File: config.mk
export PLATFORM = sky130hd
export DESIGN_NAME = pixframe_ser
export DESIGN_NICKNAME = d
export VERILOG_FILES = /design/src/rtl/pfs_pkg.sv /design/src/rtl/pfs_scrambler.sv /design/src/rtl/pfs_dc_balancer.sv /design/src/rtl/pfs_frame_shifter.sv /design/src/rtl/pixframe_ser.sv
export SDC_FILE = /design/constraint.sdc
export NUM_CORES = 1
export LEC_CHECK = 0
export CAP_MARGIN = 10
export CORE_UTILIZATION = 33
export CTS_BUF_LIST = sky130_fd_sc_hd__clkbuf_4
export DETAILED_ROUTE_END_ITERATION = 10
export REMOVE_ABC_BUFFERS = 1
export SYNTH_ARGS = -nofsm -noshare
export SYNTH_HDL_FRONTEND = slang
export SYNTH_HIERARCHICAL = 1
export SYNTH_SLANG_ARGS = --single-unit
File: constraint.sdc
create_clock -name clk -period 2.3 [get_ports clk]
set_clock_uncertainty 0.2 [all_clocks]
set_input_delay 0.23 -clock clk [delete_from_list [all_inputs] [get_ports clk]]
set_output_delay 0.23 -clock clk [all_outputs]
set_load 0.05 [all_outputs]
File: src/rtl/pfs_pkg.sv
package pfs_pkg;
  localparam int unsigned MARKER_SLOTS = 2;
  localparam int unsigned EXTRA_SLOTS  = 2;
  localparam logic        MARK_HI      = 1'b1;
  localparam logic        MARK_LO      = 1'b0;

  typedef logic signed [15:0] disp_t;
endpackage

File: src/rtl/pfs_scrambler.sv
module pfs_scrambler #(
  parameter int unsigned       DATA_W = 24,
  parameter int unsigned       LFSR_W = 16,
  parameter logic [LFSR_W-1:0] TAPS   = 16'h801C,
  parameter logic [LFSR_W-1:0] SEED   = 16'hACE1
) (
  input  logic              clk,
  input  logic              rst_n,
  input  logic              advance,
  output logic [DATA_W-1:0] mask
);
  logic [LFSR_W-1:0] state_q, state_d;
  logic              feedback;

  always_comb begin
    feedback = ^(state_q & TAPS);
    state_d  = state_q;
    if (advance) begin
      state_d = {state_q[LFSR_W-2:0], feedback};
    end
  end

  always_ff @(posedge clk or negedge rst_n) begin
    if (!rst_n) state_q <= SEED;
    else        state_q <= state_d;
  end

  for (genvar i = 0; i < DATA_W; i++) begin : g_mask
    assign mask[i] = state_q[i % LFSR_W];
  end

  p_lfsr_live_r4: assert property (@(posedge clk) disable iff (!rst_n)
    state_q != '0);
  p_lfsr_hold_r4: assert property (@(posedge clk) disable iff (!rst_n)
    !advance |=> $stable(state_q));
endmodule

File: src/rtl/pfs_dc_balancer.sv
module pfs_dc_balancer
  import pfs_pkg::*;
#(
  parameter int unsigned DATA_W   = 24,
  parameter int unsigned RD_LIMIT = 64
) (
  input  logic              clk,
  input  logic              rst_n,
  input  logic              commit,
  input  logic [DATA_W-1:0] word_in,
  output logic [DATA_W-1:0] word_out,
  output logic              inverted
);
  localparam int unsigned CW  = $clog2(DATA_W + 1);
  localparam disp_t       LIM = disp_t'(RD_LIMIT);

  logic [CW-1:0] ones;
  disp_t         rd_q, rd_d, word_disp, sent_disp, sum;

  always_comb begin
    ones = '0;
    for (int i = 0; i < DATA_W; i++) begin
      ones = ones + CW'(word_in[i]);
    end
    word_disp = (disp_t'(ones) <<< 1) - disp_t'(DATA_W);
    inverted  = ((rd_q > 0) && (word_disp > 0)) ||
                ((rd_q < 0) && (word_disp < 0));
    word_out  = inverted ? ~word_in : word_in;
    sent_disp = inverted ? -word_disp : word_disp;
    sum       = rd_q + sent_disp;
    rd_d      = rd_q;
    if (commit) begin
      if (sum > LIM)       rd_d = LIM;
      else if (sum < -LIM) rd_d = -LIM;
      else                 rd_d = sum;
    end
  end

  always_ff @(posedge clk or negedge rst_n) begin
    if (!rst_n) rd_q <= '0;
    else        rd_q <= rd_d;
  end

  p_rd_bound_r6: assert property (@(posedge clk) disable iff (!rst_n)
    (rd_q <= LIM) && (rd_q >= -LIM));
  p_rd_pos_shrink_r5: assert property (@(posedge clk) disable iff (!rst_n)
    (commit && (rd_q > 0)) |=> (rd_q <= $past(rd_q)));
  p_rd_neg_shrink_r5: assert property (@(posedge clk) disable iff (!rst_n)
    (commit && (rd_q < 0)) |=> (rd_q >= $past(rd_q)));
endmodule

File: src/rtl/pfs_frame_shifter.sv
module pfs_frame_shifter #(
  parameter int unsigned FRAME_LEN = 28
) (
  input  logic                 clk,
  input  logic                 rst_n,
  input  logic                 bit_en,
  input  logic [FRAME_LEN-1:0] frame_in,
  output logic                 frame_load,
  output logic                 ser_bit,
  output logic                 frame_start
);
  localparam int unsigned SW = $clog2(FRAME_LEN);

  logic [SW-1:0]        slot_q, slot_d;
  logic [FRAME_LEN-1:0] frame_q, frame_d;
  logic                 ser_q, ser_d;
  logic                 start_q, start_d;

  assign frame_load = bit_en && (slot_q == '0);

  always_comb begin
    slot_d  = slot_q;
    frame_d = frame_q;
    ser_d   = ser_q;
    start_d = start_q;
    if (bit_en) begin
      slot_d  = (slot_q == SW'(FRAME_LEN - 1)) ? '0 : slot_q + 1'b1;
      start_d = (slot_q == '0);
      if (slot_q == '0) begin
        frame_d = frame_in;
        ser_d   = frame_in[0];
      end else begin
        ser_d   = frame_q[slot_q];
      end
    end
  end

  always_ff @(posedge clk or negedge rst_n) begin
    if (!rst_n) begin
      slot_q  <= '0;
      frame_q <= '0;
      ser_q   <= 1'b0;
      start_q <= 1'b0;
    end else begin
      slot_q  <= slot_d;
      frame_q <= frame_d;
      ser_q   <= ser_d;
      start_q <= start_d;
    end
  end

  assign ser_bit     = ser_q;
  assign frame_start = start_q;

  p_slot_range_r1: assert property (@(posedge clk) disable iff (!rst_n)
    slot_q < SW'(FRAME_LEN));
  p_hold_r10: assert property (@(posedge clk) disable iff (!rst_n)
    !bit_en |=> ($stable(ser_q) && $stable(start_q)));
  p_marker_hi_r2: assert property (@(posedge clk) disable iff (!rst_n)
    start_q |-> ser_q);
  p_marker_lo_r2: assert property (@(posedge clk) disable iff (!rst_n)
    (bit_en && start_q) |=> (!ser_q && !start_q));
endmodule

File: src/rtl/pixframe_ser.sv
module pixframe_ser
  import pfs_pkg::*;
#(
  parameter int unsigned DATA_W   = 24,
  parameter int unsigned CTRL_W   = 3,
  parameter int unsigned LFSR_W   = 16,
  parameter logic [LFSR_W-1:0] LFSR_TAPS = 16'h801C,
  parameter logic [LFSR_W-1:0] LFSR_SEED = 16'hACE1,
  parameter int unsigned RD_LIMIT = 64
) (
  input  logic              clk,
  input  logic              rst_n,
  input  logic              bit_en,
  input  logic [DATA_W-1:0] pix_data,
  input  logic [CTRL_W-1:0] pix_ctrl,
  input  logic              pix_valid,
  output logic              ser_bit,
  output logic              frame_start
);
  localparam int unsigned FRAME_LEN = MARKER_SLOTS + DATA_W + EXTRA_SLOTS;
  localparam int unsigned PH_W      = (CTRL_W > 1) ? $clog2(CTRL_W) : 1;

  logic [1:0]           rst_sync_q;
  logic                 rst_int_n;
  logic                 frame_load;
  logic [DATA_W-1:0]    mask, data_sel, scrambled, balanced;
  logic                 inverted;
  logic [PH_W-1:0]      phase_q, phase_d;
  logic                 ctrl_bit;
  logic [FRAME_LEN-1:0] frame_word;

  always_ff @(posedge clk or negedge rst_n) begin
    if (!rst_n) rst_sync_q <= 2'b00;
    else        rst_sync_q <= {rst_sync_q[0], 1'b1};
  end
  assign rst_int_n = rst_sync_q[1];

  pfs_scrambler #(
    .DATA_W (DATA_W),
    .LFSR_W (LFSR_W),
    .TAPS   (LFSR_TAPS),
    .SEED   (LFSR_SEED)
  ) scr_i (
    .clk     (clk),
    .rst_n   (rst_int_n),
    .advance (frame_load),
    .mask    (mask)
  );

  assign data_sel  = pix_valid ? pix_data : '0;
  assign scrambled = data_sel ^ mask;

  pfs_dc_balancer #(
    .DATA_W   (DATA_W),
    .RD_LIMIT (RD_LIMIT)
  ) bal_i (
    .clk      (clk),
    .rst_n    (rst_int_n),
    .commit   (frame_load),
    .word_in  (scrambled),
    .word_out (balanced),
    .inverted (inverted)
  );

  always_comb begin
    ctrl_bit = 1'b0;
    for (int i = 0; i < CTRL_W; i++) begin
      if (phase_q == PH_W'(i)) ctrl_bit = pix_ctrl[i];
    end
    phase_d = phase_q;
    if (frame_load) begin
      phase_d = (phase_q == PH_W'(CTRL_W - 1)) ? '0 : phase_q + 1'b1;
    end
  end

  always_ff @(posedge clk or negedge rst_int_n) begin
    if (!rst_int_n) phase_q <= '0;
    else            phase_q <= phase_d;
  end

  assign frame_word = {ctrl_bit, inverted, balanced, MARK_LO, MARK_HI};

  pfs_frame_shifter #(
    .FRAME_LEN (FRAME_LEN)
  ) shf_i (
    .clk         (clk),
    .rst_n       (rst_int_n),
    .bit_en      (bit_en),
    .frame_in    (frame_word),
    .frame_load  (frame_load),
    .ser_bit     (ser_bit),
    .frame_start (frame_start)
  );

  p_phase_range_r7: assert property (@(posedge clk) disable iff (!rst_int_n)
    phase_q < PH_W'(CTRL_W));
  p_phase_hold_r8: assert property (@(posedge clk) disable iff (!rst_int_n)
    !frame_load |=> $stable(phase_q));
  p_reset_quiet_r11: assert property (@(posedge clk)
    !rst_int_n |-> (!ser_bit && !frame_start));
endmodule

---- Word level (Yosys, flattened, before mapping) ----
Index checks and enable logic that the tools add are counted.
cells by class
  $add $sub $neg .......................... 28
  magnitude comparators ................... 7
  equal/unequal tests ..................... 3
  muxes and demuxes ....................... 13
  bitwise logic cells ..................... 2
  reductions and logical operators ........ 8
operators by type and width
  kind                                                            count
  adder 5 x 1 -> 5 bit                                            22
  2-to-1 mux 16 bit                                               3
  2-to-1 mux 24 bit                                               2
  NOT 24 bit                                                      1
  XOR 24 bit                                                      1
  adder 16 bit                                                    1
  greater-than comparator 16 x 1 -> 1 bit, second input constant  1
  greater-than comparator 16 x 8 -> 1 bit, second input constant  1
  < comparator 16 x 1 -> 1 bit, second input constant             1
  < comparator 16 x 7 -> 1 bit, second input constant             1
  negation 7 -> 16 bit                                            1
  parity 16 bit                                                   1
  greater-than comparator 7 x 1 -> 1 bit, second input constant   1
  < comparator 7 x 1 -> 1 bit, second input constant              1
  subtractor 6 x 5 -> 7 bit, second input constant                1
  < comparator 5 x 6 -> 1 bit, second input constant              1
  adder 5 x 1 -> 5 bit, second input constant                     1
  binary-select mux 1 bit (select 5 bit)                          1
  == test 5 bit, second input constant                            1
  zero test 5 bit                                                 1
  2-to-1 mux 1 bit                                                5
  2-to-1 mux 5 bit                                                1
  logical AND 1 bit                                               3
  adder 1 x 1 -> 2 bit                                            1
  7 further kinds                                                 7
word-level totals
  bits in registers ....................... 70
  input bits .............................. 31
  output and inout bits ................... 2
  word-level logic and storage cells ...... 69

---- Longest topological paths before layout ----
  word-level depth ........................ 34
  gate-level depth with buffers ........... 41
  depth with buffers taken out ............ 39

---- Hierarchy ----
The synthesis kept the hierarchy.
by module, submodules not included
  module             instances  cells an instance  area an instance (µm²)  sequential area each (µm²)
  pfs_dc_balancer    1          321                2,715.1                 375.4
  pfs_frame_shifter  1          120                1,695.4                 875.8
  pfs_scrambler      1          46                 735.7                   410.4
  pixframe_ser       1          63                 481.7                   100.1

---- Least setup slack after synthesis ----
OpenSTA, ideal clock, no wires.
  kind .................................... flip-flop to flip-flop
  start ................................... register scr_i.state_q[7]
  end ..................................... register bal_i.rd_q[6]
  setup time .............................. 126 ps
  data arrival time ....................... 8,809 ps
  required time ........................... 1,974 ps
  setup slack ............................. -6,835 ps
  cell stages (with the launch flop) ...... 33
  path buffers ............................ 1
  clock period less this slack ............ 9,135 ps
  cell sequence ........................... dfstp_2 xnor2_1 inv_1 fa_1 fa_1 fa_1 fa_1 fa_1 fa_1 fa_1 nor2b_1 nor2_1 ha_1 xnor2_1 and3_1 nand2_1 ha_1 and3b_1 a21oi_2 inv_1 o21ai_0 inv_1 fa_1 nand3b_1 a211oi_2 nor3_1 o41ai_1 xnor2_1 nand4_1 ha_1 nand2b_1 buf_1 o32a_1
between the ends
  word-level cells in the longest chain between the ends .. 27
  elaborated cells between the ends (all ways) .. 31
  classes of those cells .................. 20 x add/sub; 4 x order compare; 3 x mux; 1 x bitwise; 3 x reduce/logical
RTL lines
  what                                                                                          RTL line                                      text
  start, declared                                                                               pfs_scrambler.sv:12                           logic [LFSR_W-1:0] state_q, state_d;
  start signal, assigned                                                                        pfs_scrambler.sv:25                           else state_q <= state_d;
  XOR 24 bit *                                                                                  pixframe_ser.sv:51                            assign scrambled = data_sel ^ mask;
  named net scrambled[7]                                                                        pixframe_ser.sv:26                            logic [DATA_W-1:0] mask, data_sel, scrambled, balanced;
  adder 5 x 1 -> 5 bit * (17 in a row)                                                          pfs_dc_balancer.sv:23                         ones = ones + CW'(word_in[i]);
  subtractor 6 x 5 -> 7 bit *                                                                   pfs_dc_balancer.sv:25                         word_disp = (disp_t'(ones) <<< 1) - disp_t'(DATA_W);
  greater-than comparator 7 x 1 -> 1 bit / < comparator 7 x 1 -> 1 bit (equally long branches)  pfs_dc_balancer.sv:26, pfs_dc_balancer.sv:27
  logical AND 1 bit (on tied branches)                                                          pfs_dc_balancer.sv:26, pfs_dc_balancer.sv:27
  logical OR 1 bit *                                                                            pfs_dc_balancer.sv:26                         inverted = ((rd_q > 0) && (word_disp > 0)) ||
  named net inverted                                                                            pixframe_ser.sv:27                            logic inverted;
  2-to-1 mux 16 bit *                                                                           pfs_dc_balancer.sv:29                         sent_disp = inverted ? -word_disp : word_disp;
  adder 16 bit *                                                                                pfs_dc_balancer.sv:30                         sum = rd_q + sent_disp;
  < comparator 16 x 7 -> 1 bit                                                                  pfs_dc_balancer.sv:34                         else if (sum < -LIM) rd_d = -LIM;
  2-to-1 mux 16 bit                                                                             pfs_dc_balancer.sv:34
  2-to-1 mux 16 bit *                                                                           pfs_dc_balancer.sv:33                         if (sum > LIM) rd_d = LIM;
  end signal, assigned                                                                          pfs_dc_balancer.sv:41                         else rd_q <= rd_d;
  end, declared                                                                                 pfs_dc_balancer.sv:18                         disp_t rd_q, rd_d, word_disp, sent_disp, sum;
The timed path passes the listed nets; every way through them passes the cells marked *.
A chain may end at the register's enable or synchronous reset.

---- Worst setup path after layout ----
  start ................................... register scr_i.state_q[5]
  end ..................................... register bal_i.rd_q[9]
between the ends
  word-level cells in the longest chain between the ends .. 29
  elaborated cells between the ends (all ways) .. 33
  classes of those cells .................. 22 x add/sub; 4 x order compare; 3 x mux; 1 x bitwise; 3 x reduce/logical
RTL lines
  what                                                                                          RTL line
  XOR 24 bit *                                                                                  pixframe_ser.sv:51
  named net scrambled[5]                                                                        pixframe_ser.sv:26
  adder 5 x 1 -> 5 bit * (19 in a row)                                                          pfs_dc_balancer.sv:23
  subtractor 6 x 5 -> 7 bit *                                                                   pfs_dc_balancer.sv:25
  greater-than comparator 7 x 1 -> 1 bit / < comparator 7 x 1 -> 1 bit (equally long branches)  pfs_dc_balancer.sv:26, pfs_dc_balancer.sv:27
  logical AND 1 bit (on tied branches)                                                          pfs_dc_balancer.sv:26, pfs_dc_balancer.sv:27
  logical OR 1 bit *                                                                            pfs_dc_balancer.sv:26
  named net inverted                                                                            pixframe_ser.sv:27
  2-to-1 mux 16 bit *                                                                           pfs_dc_balancer.sv:29
  adder 16 bit *                                                                                pfs_dc_balancer.sv:30
  < comparator 16 x 7 -> 1 bit                                                                  pfs_dc_balancer.sv:34
  2-to-1 mux 16 bit                                                                             pfs_dc_balancer.sv:34
  2-to-1 mux 16 bit *                                                                           pfs_dc_balancer.sv:33
Marked as above.

==> impl_metrics.xml <==
<?xml version="1.0" encoding="UTF-8"?>
<metrics>
  <group name="sta">
    <metric name="timing.final.ws_setup" unit="ps">-6330</metric>
    <metric name="grt_setup_unrepaired" unit="">yes</metric>
    <metric name="post-route-min-period" unit="ps">8630</metric>
    <metric name="timing.slew.headroom" unit="%">65.0</metric>
    <metric name="finalSetupViolations" unit="">40</metric>
    <metric name="report.final.hold_viol_count" unit="">0</metric>
    <metric name="tcrit_tclk_final" unit="%">375</metric>
    <metric name="finalHoldWorstSlack" unit="ps">62.1</metric>
    <metric name="worst_slew_pin_slew" unit="ps">525</metric>
    <metric name="max_clock_freq" unit="GHz">0.116</metric>
    <metric name="report.final.slew_viol_count" unit="">0</metric>
  </group>
  <group name="routing">
    <metric name="drtIter0Drc" unit="">156</metric>
    <metric name="detail_route.wl_per_cell" unit="um">15.5</metric>
    <metric name="detail_route.wirelength.met1" unit="um">6550</metric>
    <metric name="highest-signal-layer" unit="">met4</metric>
    <metric name="post-route-drc-count" unit="">0</metric>
    <metric name="length_of_routed_met2_wiring" unit="um">7870</metric>
    <metric name="routed_wl" unit="um">15100</metric>
    <metric name="dr_total_vias" unit="">4688</metric>
    <metric name="first_pass_detailed_route_iteration_total" unit="">4</metric>
    <metric name="met3_length" unit="um">433</metric>
    <metric name="antenna_violating_nets_post_route" unit="">0</metric>
    <metric name="routed_via_count_divided_by_cell_count" unit="">4.82</metric>
  </group>
  <group name="clocking">
    <metric name="h-tree-depth" unit="">3</metric>
    <metric name="clock-root-buffer" unit="">sky130_fd_sc_hd__clkbuf_4</metric>
    <metric name="tritoncts.num_buffers" unit="">9</metric>
    <metric name="clkLatencyLatePin" unit="ps">450</metric>
    <metric name="tritoncts_clock_tree" unit="">yes</metric>
    <metric name="number_of_sinks_driven_by_the_clock_tree" unit="">70</metric>
    <metric name="clock_input_transition_at_the_sequential_cells_of_the_worst_setup_and_hold_paths" unit="ps">150</metric>
    <metric name="cts_buffer_depth" unit="">2</metric>
  </group>
  <group name="run">
    <metric name="cap_viol_max_count" unit="">0</metric>
  </group>
  <group name="logic_synthesis">
    <metric name="cell_types_occupying_the_most_area_after_synthesis" unit="">sky130_fd_sc_hd__dfrtp_1, sky130_fd_sc_hd__xnor2_1, sky130_fd_sc_hd__mux2_2, sky130_fd_sc_hd__ha_1, sky130_fd_sc_hd__fa_1</metric>
    <metric name="async_flop_share" unit="%">100</metric>
    <metric name="post-synth-top-count-cell" unit="">sky130_fd_sc_hd__dfrtp_1</metric>
    <metric name="synth-warning-count" unit="">6</metric>
    <metric name="fraction_of_synthesized_cell_area_taken_by_the_top_area_cell_type" unit="%">27.6</metric>
    <metric name="synth_enable_flop_cells" unit="">0</metric>
    <metric name="syn_area_per_cell" unit="um^2">10.2</metric>
    <metric name="netlist.top_cell.by_area" unit="">sky130_fd_sc_hd__dfrtp_1</metric>
    <metric name="syn-instance-count" unit="">550</metric>
    <metric name="synth_seq_cells" unit="">70</metric>
    <metric name="ys.flop_type" unit="">sky130_fd_sc_hd__dfrtp_1</metric>
    <metric name="post_synth_instance_area" unit="um^2">5630</metric>
    <metric name="synth_common_cells" unit="">sky130_fd_sc_hd__dfrtp_1, sky130_fd_sc_hd__xnor2_1, sky130_fd_sc_hd__inv_1, sky130_fd_sc_hd__nand2_1, sky130_fd_sc_hd__mux2_2</metric>
    <metric name="synth-seq-area-share" unit="%">31.3</metric>
    <metric name="netlist-cell-type-count" unit="">71</metric>
  </group>
  <group name="critical_path">
    <metric name="setup.reg_to_reg.worst_slack" unit="ps">-6330</metric>
    <metric name="crit_required" unit="ps">2420</metric>
    <metric name="worst_ep_arrival_time" unit="ps">8750</metric>
    <metric name="critPathTopFamily" unit="">adder cells</metric>
    <metric name="cp.buffers_inverters" unit="">4</metric>
    <metric name="timing.critical_path.slowest_stage_cell" unit="">sky130_fd_sc_hd__dfstp_2</metric>
    <metric name="r2r-start" unit="">scr_i/state_q[5]$_DFFE_PN1P_</metric>
    <metric name="path_class" unit="">flop to flop</metric>
    <metric name="critical-path-top-cell-by-count" unit="">sky130_fd_sc_hd__fa_1</metric>
    <metric name="startpoint_type" unit="">flop</metric>
    <metric name="critPathMaxFanout" unit="">5</metric>
    <metric name="setup.worst_path.end_class" unit="">flop</metric>
    <metric name="max_stage_delay" unit="ps">590</metric>
    <metric name="reg2reg_to" unit="">bal_i/rd_q[9]$_DFFE_PN0P_</metric>
    <metric name="r2r_cells" unit="">34</metric>
  </group>
  <group name="placed_design">
    <metric name="dp_worst_setup_slack" unit="ps">-7330</metric>
    <metric name="dp_hpwl" unit="um">11300</metric>
    <metric name="place.port_buffers" unit="">32</metric>
    <metric name="place.gp.congestion" unit="">0.888</metric>
    <metric name="dp_cells" unit="">939</metric>
  </group>
  <group name="floorplan">
    <metric name="die_width" unit="um">133</metric>
    <metric name="dieHeight" unit="um">133</metric>
    <metric name="core" unit="um^2">16600</metric>
    <metric name="floorplan.initialDensity" unit="%">33.8</metric>
    <metric name="num_io_pins" unit="">33</metric>
    <metric name="dieArea" unit="um^2">17600</metric>
    <metric name="rows" unit="">47</metric>
  </group>
  <group name="final_layout">
    <metric name="nets" unit="">828</metric>
    <metric name="final_cell_count_no_fill" unit="">973</metric>
    <metric name="multiInputGateArea" unit="um^2">4050</metric>
    <metric name="n_antenna_cell" unit="">0</metric>
    <metric name="layout.area.seq" unit="um^2">1760</metric>
    <metric name="post_route_cells_drive_above_1_share" unit="%">46.7</metric>
    <metric name="layout-area-overhead-vs-synth" unit="%">46.1</metric>
    <metric name="filler_cell_count" unit="">1475</metric>
  </group>
  <group name="outcome">
    <metric name="outcome" unit="">complete, but fails checks</metric>
    <metric name="failed_checks" unit="">negative setup slack</metric>
  </group>
  <group name="global_routing">
    <metric name="groute.usage.overall" unit="%">18.2</metric>
    <metric name="sum_of_overflow_across_all_layers_after_global_routing" unit="">0</metric>
    <metric name="grt_max_degree" unit="">40</metric>
    <metric name="vias_in_the_first_global_route" unit="">5146</metric>
    <metric name="first_pass_grt_wire_length" unit="um">25400</metric>
    <metric name="grt_antenna_before_repair" unit="">0</metric>
  </group>
  <group name="min_path">
    <metric name="hp-class" unit="">flop to async pin</metric>
  </group>
</metrics>
-- kinds of logic (layout without fill, tap and decap cells) --
family	after synthesis	in the layout	share of synthesized area, %
AND/OR/NAND/NOR	145	145	13.4
flip-flops	70	70	31.3
XOR/XNOR	69	69	10.9
multiplexers	59	59	14.1
buffers and inverters	81	282	7.25
AO/OA/AOI/OAI	75	75	9.67
adder cells (fa/ha/maj)	49	49	13.3
other	2	4	0.133
-- cell type report --
type,instances,share of cell area [%]
clock buffers,10,0.913
clock inverters,6,0.852
inverters,50,2.28
multi-input cells,401,49.2
flip-flops and latches,70,21.4
well taps,220,3.35
repair buffers,216,21.9
-- placed cells by master (no fill, tap or decap), types with 4 or more instances in the layout --
master                            instances
sky130_fd_sc_hd__nor2b_1                  4
sky130_fd_sc_hd__clkdlybuf4s50_1         31
sky130_fd_sc_hd__nand4_1                  4
sky130_fd_sc_hd__nand3_1                  9
sky130_fd_sc_hd__xnor2_2                 26
sky130_fd_sc_hd__o21ai_0                  8
sky130_fd_sc_hd__buf_6                    5
sky130_fd_sc_hd__mux2_2                  35
sky130_fd_sc_hd__clkbuf_4                10
sky130_fd_sc_hd__dfrtp_1                 61
sky130_fd_sc_hd__a21o_1                   4
sky130_fd_sc_hd__a21oi_1                 14
sky130_fd_sc_hd__nand2_2                  4
sky130_fd_sc_hd__nor3_1                   4
sky130_fd_sc_hd__mux4_1                   7
sky130_fd_sc_hd__mux2_4                  13
sky130_fd_sc_hd__inv_1                   47
sky130_fd_sc_hd__nand2b_1                 4
sky130_fd_sc_hd__nor3_2                   4
sky130_fd_sc_hd__nand2_1                 44
sky130_fd_sc_hd__xor2_1                   5
sky130_fd_sc_hd__buf_12                   5
sky130_fd_sc_hd__nor4_1                   4
sky130_fd_sc_hd__fa_1                    15
sky130_fd_sc_hd__nor2_1                  28
sky130_fd_sc_hd__xnor2_1                 32
sky130_fd_sc_hd__a21oi_2                  4
sky130_fd_sc_hd__a211oi_1                 6
sky130_fd_sc_hd__ha_4                     4
sky130_fd_sc_hd__nand3b_1                 5
sky130_fd_sc_hd__mux2i_1                  4
sky130_fd_sc_hd__buf_4                  172
sky130_fd_sc_hd__dfstp_2                  8
sky130_fd_sc_hd__ha_2                     4
sky130_fd_sc_hd__conb_1                   4
sky130_fd_sc_hd__ha_1                    23
-- flip-flops by register name, summed over array words and instances (netlist names) --
name / flops
scr_i/state_q: 16
rst_sync_q: 2
phase_q: 2
bal_i/rd_q: 15
shf_i/frame_start: 1
shf_i/ser_bit: 1
shf_i/slot_q: 5
shf_i/frame_q: 28
-- routing by layer --
metal  track usage, %  vias up
li1                 -     2275
met1             22.3     2317
met2             33.0       76
met3             2.76       20
met4             4.92        0
met5                0        -
-- metrics by stage --
step | TNS, ps | area, um^2 | utilization (%)
finish | -197520 | 8220 | 49.4
global route | -210570 | 8220 | 49.4
CTS | -203490 | 8010 | 48.1
detailed placement | -233130 | 7280 | 43.7
global placement | -226670 | 7280 | 43.7
floorplan | -248050 | 5420 | -
-- worst max path at each step --
| stage | cells past startpoint | end | start | slack [ps] |
|---|---|---|---|---|
| 2_1_floorplan | 31 | bal_i/rd_q[6]$_DFFE_PN0P_ | scr_i/state_q[7]$_DFFE_PN1P_ | -7650 |
| 3_3_place_gp | 37 | bal_i/rd_q[4]$_DFFE_PN0P_ | pix_valid | -7100 |
| 3_5_place_dp | 35 | bal_i/rd_q[3]$_DFFE_PN0P_ | pix_valid | -7330 |
| 4_1_cts | 35 | bal_i/rd_q[12]$_DFFE_PN0P_ | scr_i/state_q[5]$_DFFE_PN1P_ | -6310 |
| 5_1_grt | 35 | bal_i/rd_q[9]$_DFFE_PN0P_ | scr_i/state_q[5]$_DFFE_PN1P_ | -6760 |
| 6_report | 34 | bal_i/rd_q[9]$_DFFE_PN0P_ | scr_i/state_q[5]$_DFFE_PN1P_ | -6330 |
-- repair_timing --
item / in CTS / in global routing
endpoints found under the setup margin: 40 / 40
resized for setup: 78 / 44
pin swaps: 29 / 8
buffers inserted: 17 / 5
hold buffers: 1 / 0
hold endpoints to repair: 2 / 0
cloned: 3 / 0
Power is not shown: default switching activity piles up to over one toggle a cycle in this logic, so the estimate is an artifact.
